<file path="config.mk">
export PLATFORM = sky130hd
export DESIGN_NAME = mcu_mode_ctl
export DESIGN_NICKNAME = d
export VERILOG_FILES = /design/src/rtl/mcu_mode_pkg.sv /design/src/rtl/mcu_mode_rst_seq.sv /design/src/rtl/mcu_mode_fsm.sv /design/src/rtl/mcu_mode_clk_dec.sv /design/src/rtl/mcu_mode_ctl.sv
export SDC_FILE = /design/constraint.sdc
export NUM_CORES = 1
export LEC_CHECK = 0
export ABC_AREA = 1
export BUFFER_PORTS_ARGS = -buffer_cell sky130_fd_sc_hd__buf_2
export CORE_MARGIN = 2
export CORE_UTILIZATION = 40
export DETAILED_ROUTE_END_ITERATION = 8
export GPL_ROUTABILITY_DRIVEN = 0
export PLACE_DENSITY = 0.73
export SYNTH_ARGS = -nofsm -noshare
export SYNTH_HDL_FRONTEND = slang
export SYNTH_SLANG_ARGS = --single-unit
</file>
<file path="constraint.sdc">
create_clock -name clk -period 1.7 [get_ports clk]
set_clock_uncertainty 0.1 [all_clocks]
set_input_delay 0.34 -clock clk [delete_from_list [all_inputs] [get_ports clk]]
set_output_delay 0.34 -clock clk [all_outputs]
set_load 0.01 [all_outputs]
</file>
<file path="src/rtl/mcu_mode_pkg.sv">
// Package: shared mode encoding and clock-control bundle for the mode controller.
// Assumes a 2-bit mode code whose values are decoded by neighbouring logic.
package mcu_mode_pkg;

    typedef enum logic [1:0] {
        MODE_RUN  = 2'b00,
        MODE_BKG  = 2'b01,
        MODE_WAIT = 2'b10,
        MODE_STOP = 2'b11
    } mode_e;

    typedef struct packed {
        logic cpu_en;
        logic sys_en;
        logic stby;
    } clk_ctl_t;

endpackage

</file>
<file path="src/rtl/mcu_mode_rst_seq.sv">
// Reset sequencer: merges power-on, system and debug-forced resets into one
// registered reset, gives the next-cycle reset level for release detection,
// and remembers whether the pending reset may boot into debug halt.
// Assumes all reset inputs are already synchronous to clk.
module mcu_mode_rst_seq #(
    parameter int FRC_CYC = 4
) (
    input  logic clk,
    input  logic por_n,
    input  logic sys_rst_n,
    input  logic frc_rst,
    output logic rst_q,
    output logic rst_nxt,
    output logic bkg_elig
);
    localparam int CNT_W = $clog2(FRC_CYC + 1);

    logic [CNT_W-1:0] cnt_q;
    logic [CNT_W-1:0] cnt_nxt;
    logic             release_now;

    // Next value of the debug reset window counter.
    always_comb begin
        if (!por_n) begin
            cnt_nxt = '0;
        end else if (frc_rst) begin
            cnt_nxt = CNT_W'(FRC_CYC);
        end else if (cnt_q != '0) begin
            cnt_nxt = cnt_q - 1'b1;
        end else begin
            cnt_nxt = '0;
        end
    end

    // Reset level for the coming cycle and release detection.
    always_comb begin
        rst_nxt     = !por_n || !sys_rst_n || (cnt_nxt != '0);
        release_now = rst_q && !rst_nxt;
    end

    // Register reset level, counter and debug-boot eligibility.
    always_ff @(posedge clk) begin
        if (!por_n) begin
            cnt_q    <= '0;
            rst_q    <= 1'b1;
            bkg_elig <= 1'b1;
        end else begin
            cnt_q <= cnt_nxt;
            rst_q <= rst_nxt;
            if (frc_rst) begin
                bkg_elig <= 1'b1;
            end else if (release_now) begin
                bkg_elig <= 1'b0;
            end
        end
    end

endmodule

</file>
<file path="src/rtl/mcu_mode_fsm.sv">
// Mode state machine: picks the boot mode at reset release from the strap
// pin, then steps between run, debug halt, wait and stop on strobes.
// Priority: reset > halt request > stop > wait. Also issues the start
// address pulse. Assumes strobes are one cycle wide and synchronous.
module mcu_mode_fsm
    import mcu_mode_pkg::*;
#(
    parameter int             PC_W    = 14,
    parameter logic [PC_W-1:0] BOOT_PC = 14'h3FFD
) (
    input  logic            clk,
    input  logic            por_n,
    input  logic            rst_q,
    input  logic            rst_nxt,
    input  logic            bkg_elig,
    input  logic            ms_pin,
    input  logic            dbg_bkg_req,
    input  logic            bgnd_exec,
    input  logic            wait_exec,
    input  logic            stop_exec,
    input  logic            wake_evt,
    input  logic            dbg_go,
    output mode_e           mode_q,
    output logic            pc_load_q,
    output logic [PC_W-1:0] boot_pc_q
);
    mode_e mode_nxt;
    mode_e boot_mode;
    logic  halt_req;
    logic  release_now;

    // Boot mode chosen from strap level and reset cause.
    always_comb begin
        release_now = rst_q && !rst_nxt;
        boot_mode   = (!ms_pin && bkg_elig) ? MODE_BKG : MODE_RUN;
    end

    // Steady-state transitions with fixed priority.
    always_comb begin
        halt_req = dbg_bkg_req || ((mode_q == MODE_RUN) && bgnd_exec);
        mode_nxt = mode_q;
        unique case (mode_q)
            MODE_RUN: begin
                if (halt_req)       mode_nxt = MODE_BKG;
                else if (stop_exec) mode_nxt = MODE_STOP;
                else if (wait_exec) mode_nxt = MODE_WAIT;
            end
            MODE_BKG: begin
                if (dbg_go) mode_nxt = MODE_RUN;
            end
            MODE_WAIT, MODE_STOP: begin
                if (halt_req)      mode_nxt = MODE_BKG;
                else if (wake_evt) mode_nxt = MODE_RUN;
            end
            default: mode_nxt = MODE_RUN;
        endcase
    end

    // Mode register and start-address pulse.
    always_ff @(posedge clk) begin
        if (rst_nxt) begin
            mode_q    <= MODE_RUN;
            pc_load_q <= 1'b0;
        end else if (release_now) begin
            mode_q    <= boot_mode;
            pc_load_q <= 1'b1;
        end else begin
            mode_q    <= mode_nxt;
            pc_load_q <= 1'b0;
        end
    end

    // Start address register, loaded at each reset release.
    always_ff @(posedge clk) begin
        if (!por_n) begin
            boot_pc_q <= '0;
        end else if (release_now) begin
            boot_pc_q <= BOOT_PC;
        end
    end

endmodule

</file>
<file path="src/rtl/mcu_mode_clk_dec.sv">
// Clock and regulator control decode from mode and reset level.
// Assumes mode is held at run while reset is active.
module mcu_mode_clk_dec
    import mcu_mode_pkg::*;
(
    input  mode_e    mode,
    input  logic     rst_q,
    output clk_ctl_t ctl
);
    // Per-mode enables; reset keeps the CPU clock off and the system clock on.
    always_comb begin
        ctl = '{cpu_en: 1'b0, sys_en: 1'b1, stby: 1'b0};
        if (!rst_q) begin
            unique case (mode)
                MODE_RUN:  ctl = '{cpu_en: 1'b1, sys_en: 1'b1, stby: 1'b0};
                MODE_BKG:  ctl = '{cpu_en: 1'b0, sys_en: 1'b1, stby: 1'b0};
                MODE_WAIT: ctl = '{cpu_en: 1'b0, sys_en: 1'b1, stby: 1'b0};
                MODE_STOP: ctl = '{cpu_en: 1'b0, sys_en: 1'b0, stby: 1'b1};
                default:   ctl = '{cpu_en: 1'b0, sys_en: 1'b1, stby: 1'b0};
            endcase
        end
    end

endmodule

</file>
<file path="src/rtl/mcu_mode_ctl.sv">
// Top: operating mode controller. Wires the reset sequencer, the mode state
// machine and the clock decode. Assumes synchronous inputs; por_n is the
// block's own synchronous active-low reset.
module mcu_mode_ctl
    import mcu_mode_pkg::*;
#(
    parameter int              PC_W    = 14,
    parameter logic [PC_W-1:0] BOOT_PC = 14'h3FFD,
    parameter int              FRC_CYC = 4
) (
    input  logic            clk,
    input  logic            por_n,
    input  logic            sys_rst_n,
    input  logic            ms_pin,
    input  logic            dbg_force_rst,
    input  logic            dbg_bkg_req,
    input  logic            bgnd_exec,
    input  logic            wait_exec,
    input  logic            stop_exec,
    input  logic            wake_evt,
    input  logic            dbg_go,
    output logic [1:0]      mode,
    output logic            rst_active,
    output logic            cpu_clk_en,
    output logic            sys_clk_en,
    output logic            reg_standby,
    output logic            pc_load,
    output logic [PC_W-1:0] boot_pc
);
    logic     rst_q;
    logic     rst_nxt;
    logic     bkg_elig;
    mode_e    mode_q;
    clk_ctl_t ctl;

    mcu_mode_rst_seq #(
        .FRC_CYC (FRC_CYC)
    ) u_rst (
        .clk       (clk),
        .por_n     (por_n),
        .sys_rst_n (sys_rst_n),
        .frc_rst   (dbg_force_rst),
        .rst_q     (rst_q),
        .rst_nxt   (rst_nxt),
        .bkg_elig  (bkg_elig)
    );

    mcu_mode_fsm #(
        .PC_W    (PC_W),
        .BOOT_PC (BOOT_PC)
    ) u_fsm (
        .clk         (clk),
        .por_n       (por_n),
        .rst_q       (rst_q),
        .rst_nxt     (rst_nxt),
        .bkg_elig    (bkg_elig),
        .ms_pin      (ms_pin),
        .dbg_bkg_req (dbg_bkg_req),
        .bgnd_exec   (bgnd_exec),
        .wait_exec   (wait_exec),
        .stop_exec   (stop_exec),
        .wake_evt    (wake_evt),
        .dbg_go      (dbg_go),
        .mode_q      (mode_q),
        .pc_load_q   (pc_load),
        .boot_pc_q   (boot_pc)
    );

    mcu_mode_clk_dec u_dec (
        .mode  (mode_q),
        .rst_q (rst_q),
        .ctl   (ctl)
    );

    // Drive the flat output ports.
    always_comb begin
        mode        = mode_q;
        rst_active  = rst_q;
        cpu_clk_en  = ctl.cpu_en;
        sys_clk_en  = ctl.sys_en;
        reg_standby = ctl.stby;
    end

endmodule

</file>
==> results.md, run 1 <==
- The flow ran to the end, and the final reports show no timing, DRC or antenna violations.
- The number of buffers inserted to repair setup after CTS is 0.
- The global-route wire length before repair is 1690 um.
- The floorplan step defined a core boundary enclosing 0.00133 mm^2.
- The synthesized flop and latch total is 9.
- The final standard cell utilization of the core is 50.8%.
- The net count reported at finish is roughly 110.
- For this design, the CTS-stage hold fixing added 0 buffers.
- Counting along the longest clock path gives a buffer depth of 2.
- The global-route total usage across every layer is 12.4%.
- The relative area change from synthesis to final layout is 16.8%.
- The final worst hold slack is about 0.2 ns.
- The min-delay analysis places its worst path in the category in2reg.
- The wire length per cell is between 9 and 10 um.
- The total die area is 0.00177 mm^2.
- The initial antenna violation count is 0.
- The share of the yosys chip area belonging to registers is 31.0%.
- The via count of the first global-routing pass came to 432.
- Counting every instance in the synthesized netlist gives 80.
- The setup slack after layout is between 0.07 and 0.08 ns.
- The kind of critical path is reg2out.
- Counting the buffers created by CTS gives 3.
- The average size of a mapped cell is 7.26 um^2.
- The final antenna-violating net count is 0.
- In the final layout, the multi-input gates occupy 250 um^2.
- The part of the cycle the worst path needs is 95.7%.
- sky130_fd_sc_hd__dfxtp_1 takes more of the synthesized area than any other cell.
- The source-to-sink clock delay at the later pin of the worst-skew pair is 0.26 ns.
- For this run, design rule violations remaining after detail routing come to 0.
- In this run, distinct cell masters in the synthesized netlist total 19.
- The post-detailed-placement cell area is 652 um^2.
- The critical path endpoint category is an output port.
- The iteration count of the initial detailed-routing pass is 4.
- The placement-stage worst setup slack is roughly 0.26 ns.
- Once the floorplan was initialized, standard cells occupied 43.5% of the core.
- The die span in x is 42.1 um.
- The peak supply drop is 369 uV.
- The kind of start point of the critical path is a flip-flop.
- The number of non-filler instances in the completed layout is 116.
- Clock-pin slew was measured on the worst setup and hold paths at 0.06 ns.
- Gates resized during post-CTS repair numbered 0.
- The maximum clock frequency is around 600 MHz.
- TritonCTS built the clock tree.
- The final total negative setup slack is 0 ns.
- Across the whole layout, storage elements account for between 150 and 200 um^2.
- The number of slew-limit violations in the final report came to 0.
- For this design, the sink count on the clock tree is 9.
- The clock period could shrink to 1.63 ns.
- After detailed routing, the total wire length is approximately 1100 um.
- The max-capacitance violation count is 0.
- The residual overflow from global routing is 0.
- By area the synthesized netlist is led by sky130_fd_sc_hd__dfxtp_1 (31%), sky130_fd_sc_hd__buf_4 (17%), sky130_fd_sc_hd__inv_1 (9.1%).
- The layout has 139 filler cells.
- The half-perimeter wire length after detailed placement is 861 um.
- The maximum level of the CTS H-tree is 1.
- Input and output buffers added on the ports amount to 30.
- The total count of hold-check failures in the final report is 0.
- The number of antenna repair diodes is 0.
- The largest fanout of any net on the critical path is 5.
- The row count is 13.
- The post-layout total power is 0.494 mW.
- Counting every net in the synthesized netlist gives 91.
- In this run the power density over the cells is ~730 mW/mm^2.
- The commonest non-fill, non-tap cell in the layout is sky130_fd_sc_hd__buf_2.
- The critical path data required time is 1.26 ns.
- In the layout the commonest cells are sky130_fd_sc_hd__buf_2 (30), sky130_fd_sc_hd__inv_1 (14), sky130_fd_sc_hd__nand2_1 (14).
- The cell sitting at the root of the clock tree is a sky130_fd_sc_hd__clkbuf_4.
- The total vias in the final route is 509.
- Entering global routing, the biggest net connects 15 pins.
- The setup violation total in the final timing report is 0.
- In this run the biggest area consumer among cell types represents 31.0% of the synthesized area.
- STA puts the critical path data arrival time at 1.19 ns.
- Setup repair after global routing left no endpoint under its margin.
- The leakage power is 0.402 nW.
- The summed area of non-filler cells in the final layout is slightly below 700 um^2.
- The violation count after the first detailed-route iteration is 5.
- The Yosys step of the flow raised 0 warnings.
- The die height is roughly 42 um.
- Including well taps, the total number of placed cells is 112.
- The average vias per placed instance is between 4 and 5.
- After synthesis the cells add up to 581 um^2.
- The share of layout cells above drive strength 1 is around two fifths.
- The number of top-level design ports is 32.
cells in the mapped netlist:
cell type	number
sky130_fd_sc_hd__nor2_1	8
sky130_fd_sc_hd__dfxtp_1	9
sky130_fd_sc_hd__nand3_4	1
sky130_fd_sc_hd__nand3_2	1
sky130_fd_sc_hd__conb_1	1
sky130_fd_sc_hd__nor2_2	1
sky130_fd_sc_hd__nand2_2	3
sky130_fd_sc_hd__a21oi_1	2
sky130_fd_sc_hd__nor2_4	1
sky130_fd_sc_hd__nor2_8	1
sky130_fd_sc_hd__nor3_1	2
sky130_fd_sc_hd__o21a_1	2
sky130_fd_sc_hd__nand3_1	3
sky130_fd_sc_hd__nand4_2	1
sky130_fd_sc_hd__inv_1	14
sky130_fd_sc_hd__o211ai_1	1
sky130_fd_sc_hd__buf_4	13
sky130_fd_sc_hd__nand2_1	14
sky130_fd_sc_hd__o21ai_0	2
final timing paths:
path,startpoint,end,slack [ns],depth (start not counted)
worst max-delay path,u_fsm.mode_q[1],sys_clk_en,0.07,4
worst min-delay path,dbg_force_rst,u_rst.cnt_q[2],0.20,2
worst max register to register,u_fsm.mode_q[0],u_fsm.mode_q[0],0.32,9
worst min register to register,u_rst.bkg_elig,u_rst.bkg_elig,0.39,2
layer usage:
layer	GRT usage, %	wire length (um)
met5	0	0
met3	5.17	99
met4	3.75	0
met2	22.5	528
met1	13.0	443
power breakdown:
part	leakage [nW]	total [mW]	switching, mW	internal [mW]
clock	0.0150	0.169	0.0781	0.0907
sequential	0.0736	0.229	0.00877	0.220
combinational	0.313	0.0962	0.0563	0.0399
total	0.402	0.494	0.143	0.351
registers in the layout (all words and copies together), names as in the netlist:
register / flops
u_fsm.mode_q: 2
u_rst.cnt_q: 3
u_fsm.pc_load_q: 1
u_fsm.boot_pc_q: 1
u_rst.bkg_elig: 1
u_rst.rst_q: 1
final cells by class:
cell class	instances	share of cell area (%)
clock buffer	4	3.87
inverter	14	7.75
multi-input combinational	44	36.9
sequential	9	26.6
tap	15	2.77
timing repair buffer	30	22.1
worst max-delay path, stage by stage (launching register included):
cell	delay, ns
sky130_fd_sc_hd__dfxtp_1	0.38
sky130_fd_sc_hd__inv_1	0.11
sky130_fd_sc_hd__nor3_1	0.24
sky130_fd_sc_hd__inv_1	0.06
sky130_fd_sc_hd__buf_2	0.14
cell families after synthesis:
| logic type | synth area share, % |
|---|---|
| compound gates | 7.33 |
| buf+inv | 25.9 |
| flops | 31.0 |
| other cells | 0.646 |
| simple gates | 35.1 |
Power figures use the tool's default switching activity.
==> run 2, diff against run 1 <==
--- a/config.mk
+++ b/config.mk
@@ -5,13 +5,12 @@
 export SDC_FILE = /design/constraint.sdc
 export NUM_CORES = 1
 export LEC_CHECK = 0
-export ABC_AREA = 1
 export BUFFER_PORTS_ARGS = -buffer_cell sky130_fd_sc_hd__buf_2
-export CORE_MARGIN = 2
-export CORE_UTILIZATION = 40
+export CORE_AREA = 2 2 39 41
 export DETAILED_ROUTE_END_ITERATION = 8
+export DIE_AREA = 0 0 41 43
 export GPL_ROUTABILITY_DRIVEN = 0
-export PLACE_DENSITY = 0.73
+export PLACE_DENSITY = 0.71
 export SYNTH_ARGS = -nofsm -noshare
 export SYNTH_HDL_FRONTEND = slang
 export SYNTH_SLANG_ARGS = --single-unit
==> constraint.sdc (replaced) <==
create_clock -name clk -period 1.79 [get_ports clk]
set_clock_uncertainty 0.1 [all_clocks]
set_input_delay 0.358 -clock clk [delete_from_list [all_inputs] [get_ports clk]]
set_output_delay 0.358 -clock clk [all_outputs]
set_load 0.01 [all_outputs]
==> run 2 against run 1 <==
  * Total power decreased by 13%
  * Synthesized cell count decreased by 26%
  * Sequential share of layout area increased by 4.4 points
  * Area after synthesis decreased by 17%
  * Die area decreased by 0.51%
  * Critical path depth unchanged
  * Utilization decreased by 8.8 points
  * Flip-flop and latch count unchanged
  * Register-to-register slack got worse by 0.03 ns
  * Setup slack improved by 0.11 ns
  * Cell area decreased by 14%
  * Critical path type unchanged
  * Largest cell class unchanged
==> results.md, run 2 <==
- The number of port buffers is 30 (unchanged).
- The total length of routed met2 wires is 382 um (was 528 um).
- The largest buffer count on any clock path is 2 (unchanged).
- The basic-gate share of the synthesized area counting and, or, nand and nor cells is 24.6% (was 35.1%).
- The total vias in the final route is 451 (was 509).
- The part of the cycle the worst path needs is roughly nine tenths.
- The initial antenna violation count is 0 (unchanged).
- The violation count after the first detailed-route iteration is 6 (was 5).
- The total count of hold-check failures in the final report is 0 (unchanged).
- The kind of start point of the critical path is a flip-flop (unchanged).
- The amount of wire on met3 after detailed routing came to 83 um (was 99 um).
- Top cells by count, synth: sky130_fd_sc_hd__buf_4 (13), sky130_fd_sc_hd__dfxtp_1 (9), sky130_fd_sc_hd__inv_1 (5), sky130_fd_sc_hd__nor2_1 (5), sky130_fd_sc_hd__o21ai_0 (4) (was sky130_fd_sc_hd__inv_1 (14), sky130_fd_sc_hd__nand2_1 (14), sky130_fd_sc_hd__buf_4 (13), sky130_fd_sc_hd__dfxtp_1 (9), sky130_fd_sc_hd__nor2_1 (8)).
- The peak supply drop is 324 uV (was 369 uV).
- By instance count, the leading cell after synthesis is sky130_fd_sc_hd__buf_4.
- The clock buffer count from CTS is 3 (unchanged).
- The critical path endpoint category was an output port (unchanged).
- The iteration count of the initial detailed-routing pass is 4 (unchanged).
- The count of buffer and inverter cells on the critical path is 3 (unchanged).
- The net switching share of the total power was 24.7% (was 29.0%).
- The net count reported at finish was 92 (was 113).
- Ordered cell list for the critical path: inv_1 -> and3_2 -> inv_1 -> buf_2 (was inv_1 -> nor3_1 -> inv_1 -> buf_2).
- The power per cell area is 736 mW/mm^2 (was 728 mW/mm^2).
- The startpoint of the most critical setup path is u_rst.rst_q (was u_fsm.mode_q[1]).
- The critical path data required time is 1.33 ns (was 1.26 ns).
- The final antenna-violating net count came to 0 (unchanged).
- The kind of critical path is reg2out (unchanged).
- The length of routed wiring on met1 came to 384 um (was 443 um).
- The number of gates given a new drive strength after cts was 0 (unchanged).
- The global-route total usage across every layer is 11.7% (was 12.4%).
- The root buffer selected by CTS was sky130_fd_sc_hd__clkbuf_4 (unchanged).
- The internal power was 0.322 mW (was 0.351 mW).
- The combinational power share is 14.0% (was 19.5%).
- The leakage power is 0.320 nW (was 0.402 nW).
- The kind of cell adding the most delay to the critical path is flip-flops (unchanged).
- The setup violation total in the final timing report was 0 (unchanged).
- The start point of the worst min-delay path is dbg_force_rst (unchanged).
- The die height was 43 um (was 42.1 um).
- Largest registers ranked by flip-flop count: u_rst.cnt_q x3, u_fsm.mode_q x2 (unchanged).
- The summed area of non-filler cells in the final layout is 582 um^2 (was 678 um^2).
- The source of the worst register-to-register timing path is u_fsm.mode_q[1] (was u_fsm.mode_q[0]).
- The endpoint of the worst hold path is u_rst.cnt_q[2] (unchanged).
- The fraction of synthesized cell area taken by the top area cell type is 37.3% (was 31.0%).
- The cell count of the worst hold path was 2 (unchanged).
- The slowest cell on the critical path is sky130_fd_sc_hd__dfxtp_1 (unchanged).
- The switching power total is 0.106 mW (was 0.143 mW).
- The largest net degree at the start of global routing is 15 (unchanged).
- The relative area change from synthesis to final layout is 20.5% (was 16.8%).
- The half-perimeter wire length after detailed placement is 705 um (was 861 um).
- The area occupied by multi-input gates is 186 um^2 (was 250 um^2).
- The proportion of synthesized flip-flops having asynchronous set or reset is 0% (unchanged).
- The number of hold buffers added after cts is 0 (unchanged).
- The register containing the most flip-flops in the final layout is u_rst.cnt_q (unchanged).
- The maximum level of the CTS H-tree came to 1 (unchanged).
- The placement-stage worst setup slack is 0.231 ns (was 0.263 ns).
- The average size of a mapped cell is 8.19 um^2 (was 7.26 um^2).
- The synthesized instance count was 59 (was 80).
- The final total negative setup slack was 0 ns (unchanged).
- The residual DRC count is 0 (unchanged).
- The die span in x is 41 um (was 42.1 um).
- The post-synthesis share of cell area spent on xor and xnor gates came to 0% (unchanged).
- The maximum clock frequency is approximately 620 MHz.
- The adder-cell share of the synthesized area was 0% (unchanged).
- The clock share of power came to 35.8% (was 34.2%).
- The number of slew-limit violations in the final report is 0 (unchanged).
- The max-capacitance violation count is 0 (unchanged).
- The compound-cell area share of the yosys netlist was 13.2% (was 7.33%).
- The number of flip-flops under the largest register name is 3 (unchanged).
- The source-to-sink clock delay at the later pin of the worst-skew pair came to 0.26 ns (about the same).
- The average vias per placed instance is 4.70 (was 4.39).
- The main combinational cell family by area after synthesis is simple AND/OR/NAND/NOR gates (unchanged).
- The number of non-filler instances in the completed layout came to 96 (was 116).
- The area taken by flip-flops and latches came to 180 um^2 (unchanged).
- The count of distinct cell types in the synthesized netlist came to 21 (was 19).
- The number of fillers in the final layout is 152 (was 139).
- RSZ-0062 raised after global routing: no (unchanged).
- The post-detailed-placement cell area is 556 um^2 (was 652 um^2).
- The number of enable-type register cells in the synthesized netlist is 0 (unchanged).
- The row count is 14 (was 13).
- The share of synthesized area spent on multiplexers is 0% (unchanged).
- The dominant cell type by area after synthesis is sky130_fd_sc_hd__dfxtp_1 (unchanged).
- The commonest non-fill, non-tap cell in the layout is sky130_fd_sc_hd__buf_2 (unchanged).
- The final worst hold slack is 0.233 ns (was 0.200 ns).
- The via count of the first global-routing pass is 362 (was 432).
- The total nets after synthesis is 70 (was 91).
- The reg-to-reg critical path endpoint is u_fsm.mode_q[0] (unchanged).
- The path depth of the worst reg2reg path is 4 (was 9).
- The number of antenna repair diodes is 0 (unchanged).
- The setup slack after layout is 0.183 ns (was 0.0730 ns).
- The post-layout total power was 0.428 mW (was 0.494 mW).
- The synthesized area is 483 um^2 (was 581 um^2).
- The final standard cell utilization of the core is 42.0% (was 50.8%).
- The wire length per cell is 9.18 um (was 9.23 um).
- The number of clock sinks seen by CTS is 9 (unchanged).
- The cell occurring most often along the worst timing path is sky130_fd_sc_hd__inv_1 (unchanged).
- The clock period could shrink to 1.61 ns.
- The total die area was 0.00176 mm^2 (was 0.00177 mm^2).
- The synthesized flop and latch total is 9 (unchanged).
- The internal reg-to-reg setup slack is 0.29 ns (was 0.32 ns).
- The residual overflow from global routing is 0 (unchanged).
- The largest fanout of any net on the critical path is 7 (was 5).
- Most frequent cells in the layout: sky130_fd_sc_hd__buf_2 (30), sky130_fd_sc_hd__dfxtp_1 (9), sky130_fd_sc_hd__inv_1 (5), sky130_fd_sc_hd__nor2_1 (5), sky130_fd_sc_hd__o21ai_0 (4) (was sky130_fd_sc_hd__buf_2 (30), sky130_fd_sc_hd__inv_1 (14), sky130_fd_sc_hd__nand2_1 (14)).
- The topmost layer with routed signal wires was met4 (was met3).
- The type of the tightest min-delay check is in2reg (unchanged).
- The register share of total power is 50.1% (was 46.3%).
- The number of top-level design ports was 32 (unchanged).
- The clock tree from TritonCTS is done (unchanged).
- The share of the yosys chip area belonging to registers is 37.3% (was 31.0%).
- The CTS clock-pin slew for the worst setup and hold paths was 0.06 ns (about the same).
- The total wire length after detailed routing was 881 um (was 1070 um).
- The number of buffers inserted to repair setup after CTS is 0 (unchanged).
- The share of layout cells above drive strength 1 is 45.0% (was 41.6%).
- Status: finished clean (unchanged).
- The standard cell core area is 0.00138 mm^2 (was 0.00133 mm^2).
- The worst path arrival time is 1.15 ns (was 1.19 ns).
- Dominant cells by area after synthesis: sky130_fd_sc_hd__dfxtp_1 (37%), sky130_fd_sc_hd__buf_4 (20%), sky130_fd_sc_hd__o21ai_0 (4.1%) (was sky130_fd_sc_hd__dfxtp_1 (31%), sky130_fd_sc_hd__buf_4 (17%), sky130_fd_sc_hd__inv_1 (9.1%)).
- The initial cell density of the core is 34.9% (was 43.5%).
- The post-placement cell count came to 92 (was 112).
- The worst stage delay on the critical path is 0.44 ns (was 0.38 ns).
- The number of warnings issued by yosys was 0 (unchanged).
- The global-route wire length before repair is 1380 um (was 1690 um).
- The primary flip-flop cell chosen by synthesis mapping is sky130_fd_sc_hd__dfxtp_1 (unchanged).
[run 2: cell type report]
type                    instances  share of cell area, %
inverters                       5                   3.23
clock buffers                   4                   4.52
multi-input cells              32                   32.0
repair buffers                 30                   25.8
flip-flops and latches          9                   31.0
well taps                      16                   3.44
[run 2: logic make-up (layout without fill, tap and decap cells)]
| logic type | count (synthesis) | in the layout |
|---|---|---|
| flip-flops | 9 | 9 |
| other | 1 | 1 |
| AO/OA/AOI/OAI | 10 | 10 |
| AND/OR/NAND/NOR | 21 | 21 |
| buffers and inverters | 18 | 39 |
[run 2: how the worst max path moves through the flow]
stage                       to  depth (start not counted)  slack (ns)
2_1_floorplan  u_fsm.mode_q[0]                          4        0.40
3_3_place_gp   u_fsm.mode_q[0]                          5        0.28
3_5_place_dp   u_fsm.mode_q[0]                          5        0.23
4_1_cts             sys_clk_en                          4        0.17
5_1_grt             sys_clk_en                          4        0.12
6_report            sys_clk_en                          4        0.18
[run 2: layer usage]
| metal | global-route usage (%) | vias up |
|---|---|---|
| li1 | - | 225 |
| met1 | 15.2 | 192 |
| met2 | 15.9 | 30 |
| met3 | 0 | 4 |
| met4 | 12.0 | 0 |
| met5 | 0 | - |
[run 2: power by group through the flow]
stage	registers [mW]	logic [mW]	clock network, mW
6_report	0.215	0.0601	0.153
5_1_grt	0.216	0.0688	0.164
2_1_floorplan	0.220	0.0460	0
4_1_cts	0.215	0.0608	0.159
3_3_place_gp	0.219	0.0600	0
3_5_place_dp	0.219	0.0606	0
==> run 3, diff against run 2 <==
--- a/config.mk
+++ b/config.mk
@@ -5,12 +5,12 @@
 export SDC_FILE = /design/constraint.sdc
 export NUM_CORES = 1
 export LEC_CHECK = 0
-export BUFFER_PORTS_ARGS = -buffer_cell sky130_fd_sc_hd__buf_2
 export CORE_AREA = 2 2 39 41
 export DETAILED_ROUTE_END_ITERATION = 8
 export DIE_AREA = 0 0 41 43
+export DONT_BUFFER_PORTS = 1
 export GPL_ROUTABILITY_DRIVEN = 0
-export PLACE_DENSITY = 0.71
+export SLEW_MARGIN = 20
 export SYNTH_ARGS = -nofsm -noshare
 export SYNTH_HDL_FRONTEND = slang
 export SYNTH_SLANG_ARGS = --single-unit
==> run 3 against run 2 <==
  * Flip-flop and latch count unchanged
  * Die area unchanged
  * Sequential power about the same
  * Largest cell class unchanged
  * Final cell count decreased by 29%
  * Largest power group unchanged
  * Via count decreased by 27%
  * Register-to-register slack got worse by 0.07 ns
==> results.md, run 3 (synthesized netlist as in run 2, its figures left out) <==
- The number of flip-flops under the largest register name is 3 (unchanged).
- The final antenna-violating net count was 0 (unchanged).
- The number of top-level design ports came to 32 (unchanged).
- The worst path arrival time is 1.21 ns (was 1.15 ns).
- The global-route total usage across every layer came to 11.7% (about the same).
- The slowest cell on the critical path was sky130_fd_sc_hd__dfxtp_1 (unchanged).
- The final total negative setup slack is 0 ns (unchanged).
- The register containing the most flip-flops in the final layout is u_rst.cnt_q (unchanged).
- The critical path data required time is 1.33 ns (about the same).
- The average vias per placed instance is 4.87 (was 4.70).
- The combinational power share is 9.1% (was 14.0%).
- The kind of start point of the critical path is a flip-flop (unchanged).
- The largest buffer count on any clock path came to 2 (unchanged).
- The leakage power was 0.189 nW (was 0.320 nW).
- Status: finished clean (unchanged).
- The iteration count of the initial detailed-routing pass came to 4 (unchanged).
- The type of the tightest min-delay check is in2reg (unchanged).
- The max-capacitance violation count is 0 (unchanged).
- The die height is 43 um (unchanged).
- The relative area change from synthesis to final layout was -7.51% (was 20.5%).
- The kind of critical path is reg2out (unchanged).
- The setup violation total in the final timing report was 0 (unchanged).
- The met1 track utilization from global routing came to 12.1% (was 15.2%).
- The via count of the first global-routing pass is 341 (was 362).
- The row count is 14 (unchanged).
- The maximum level of the CTS H-tree is 1 (unchanged).
- The standard cell core area is 0.00138 mm^2 (unchanged).
- The final standard cell utilization of the core was 32.3% (was 42.0%).
- The half-perimeter wire length after detailed placement is 639 um (was 705 um).
- The die span in x is 41 um (unchanged).
- The number of slew-limit violations in the final report is 0 (unchanged).
- The source-to-sink clock delay at the later pin of the worst-skew pair is 0.26 ns (about the same).
- The commonest non-fill, non-tap cell in the layout is sky130_fd_sc_hd__dfxtp_1 (was sky130_fd_sc_hd__buf_2).
- The kind of cell adding the most delay to the critical path is flip-flops (unchanged).
- The maximum clock frequency came to 599 MHz (was 622 MHz).
- The largest fanout of any net on the critical path came to 7 (unchanged).
- The total vias in the final route is 331 (was 451).
- The placement-stage worst setup slack is 0.230 ns (was 0.231 ns).
- The worst stage delay on the critical path came to 0.50 ns (was 0.44 ns).
- The global routing met2 resource utilization is 16.3% (was 15.9%).
- The peak supply drop was 355 uV (was 324 uV).
- The cell occurring most often along the worst timing path is sky130_fd_sc_hd__inv_1 (unchanged).
- The root buffer selected by CTS is sky130_fd_sc_hd__clkbuf_4 (unchanged).
- The clock buffer count from CTS was 3 (unchanged).
- The CTS clock-pin slew for the worst setup and hold paths is 0.06 ns (about the same).
- RSZ-0062 raised after global routing: no (unchanged).
- The violation count after the first detailed-route iteration came to 10 (was 6).
- The clock tree from TritonCTS is done (unchanged).
- Most frequent cells in the layout: sky130_fd_sc_hd__dfxtp_1 (9), sky130_fd_sc_hd__inv_1 (5), sky130_fd_sc_hd__nor2_1 (5) (was sky130_fd_sc_hd__buf_2 (30), sky130_fd_sc_hd__dfxtp_1 (9), sky130_fd_sc_hd__inv_1 (5), sky130_fd_sc_hd__nor2_1 (5), sky130_fd_sc_hd__o21ai_0 (4)).
- The shortest period the worst path allows is 1.67 ns (was 1.61 ns).
- The critical path endpoint category is an output port (unchanged).
- The share of layout cells above drive strength 1 was 15.4% (was 45.0%).
- The global-route wire length before repair is 1320 um (was 1380 um).
- The fraction of met3 tracks used by global routing is 4.71% (was 0%).
- The number of port buffers is 0 (was 30).
- The number of hold buffers added after cts came to 0 (unchanged).
- The initial antenna violation count was 0 (unchanged).
- The residual overflow from global routing is 0 (unchanged).
- The net switching share of the total power came to 24.7% (about the same).
- Ordered cell list for the critical path: inv_1 -> and3_2 -> inv_1 (was inv_1 -> and3_2 -> inv_1 -> buf_2).
- The clock share of power is 38.4% (was 35.8%).
- The number of clock sinks seen by CTS is 9 (unchanged).
- The residual DRC count was 0 (unchanged).
- The power per cell area came to 913 mW/mm^2 (was 736 mW/mm^2).
- The initial cell density of the core is 34.9% (unchanged).
- The total wire length after detailed routing is 820 um (was 881 um).
- Largest registers ranked by flip-flop count: u_rst.cnt_q x3, u_fsm.mode_q x2 (unchanged).
- The number of gates given a new drive strength after cts is 0 (unchanged).
- The number of buffers inserted to repair setup after CTS is 0 (unchanged).
- The number of antenna repair diodes was 0 (unchanged).
- The internal power came to 0.307 mW (was 0.322 mW).
- The net count reported at finish is 64 (was 92).
- The setup slack after layout is 0.120 ns (was 0.183 ns).
- The switching power total was 0.101 mW (was 0.106 mW).
- The largest net degree at the start of global routing is 14 (was 15).
- The layer with the highest usage is met2 (unchanged).
- The count of buffer and inverter cells on the critical path is 2 (was 3).
- The part of the cycle the worst path needs came to 93.3% (was 89.8%).
- The register share of total power came to 52.5% (was 50.1%).
- The total die area is 0.00176 mm^2 (unchanged).
- The total count of hold-check failures in the final report is 0 (unchanged).
- The wire length per cell came to 12.1 um (was 9.18 um).
-- run 3: power by group through the flow --
stage          clock, mW  sequential [mW]  combinational, mW
2_1_floorplan          0            0.220             0.0460
3_3_place_gp           0            0.219             0.0368
3_5_place_dp           0            0.218             0.0375
4_1_cts            0.161            0.214             0.0375
5_1_grt            0.170            0.215             0.0436
6_report           0.156            0.214             0.0372
-- run 3: layout make-up --
cell class,count,area [um^2]
tap,16,20.0
clock buffer,4,26.3
sequential,9,180
inverter,5,18.8
timing repair buffer,2,15.0
fill,148,937
multi-input combinational,32,186
-- run 3: layer usage --
layer  vias to the layer above  share of wire [%]
li1                        171                  -
met1                       140                 39
met2                        14                 45
met3                         6                 10
met4                         0                5.0
met5                         -                  0
-- run 3: stage by stage --
stage | power [mW] | std cells | instance area [um^2] | hold slack, ns
6_report | 0.408 | 68 | 447 | 0.115
3_3_place_gp | 0.255 | 64 | 420 | 0.343
3_5_place_dp | 0.256 | 64 | 420 | 0.345
5_1_grt | 0.428 | 68 | 447 | 0.116
2_1_floorplan | 0.266 | 59 | 483 | 0.323
4_1_cts | 0.413 | 68 | 447 | 0.111
-- run 3: final timing paths --
| kind | endpoint | depth (start not counted) | slack, ns | from |
|---|---|---|---|---|
| worst max register to register | u_fsm.mode_q[0] | 4 | 0.22 | u_fsm.mode_q[1] |
| worst max-delay path | sys_clk_en | 3 | 0.12 | u_rst.rst_q |
| worst min-delay path | u_fsm.boot_pc_q[0] | 1 | 0.11 | por_n |
| worst min register to register | u_rst.cnt_q[0] | 1 | 0.36 | u_rst.cnt_q[0] |
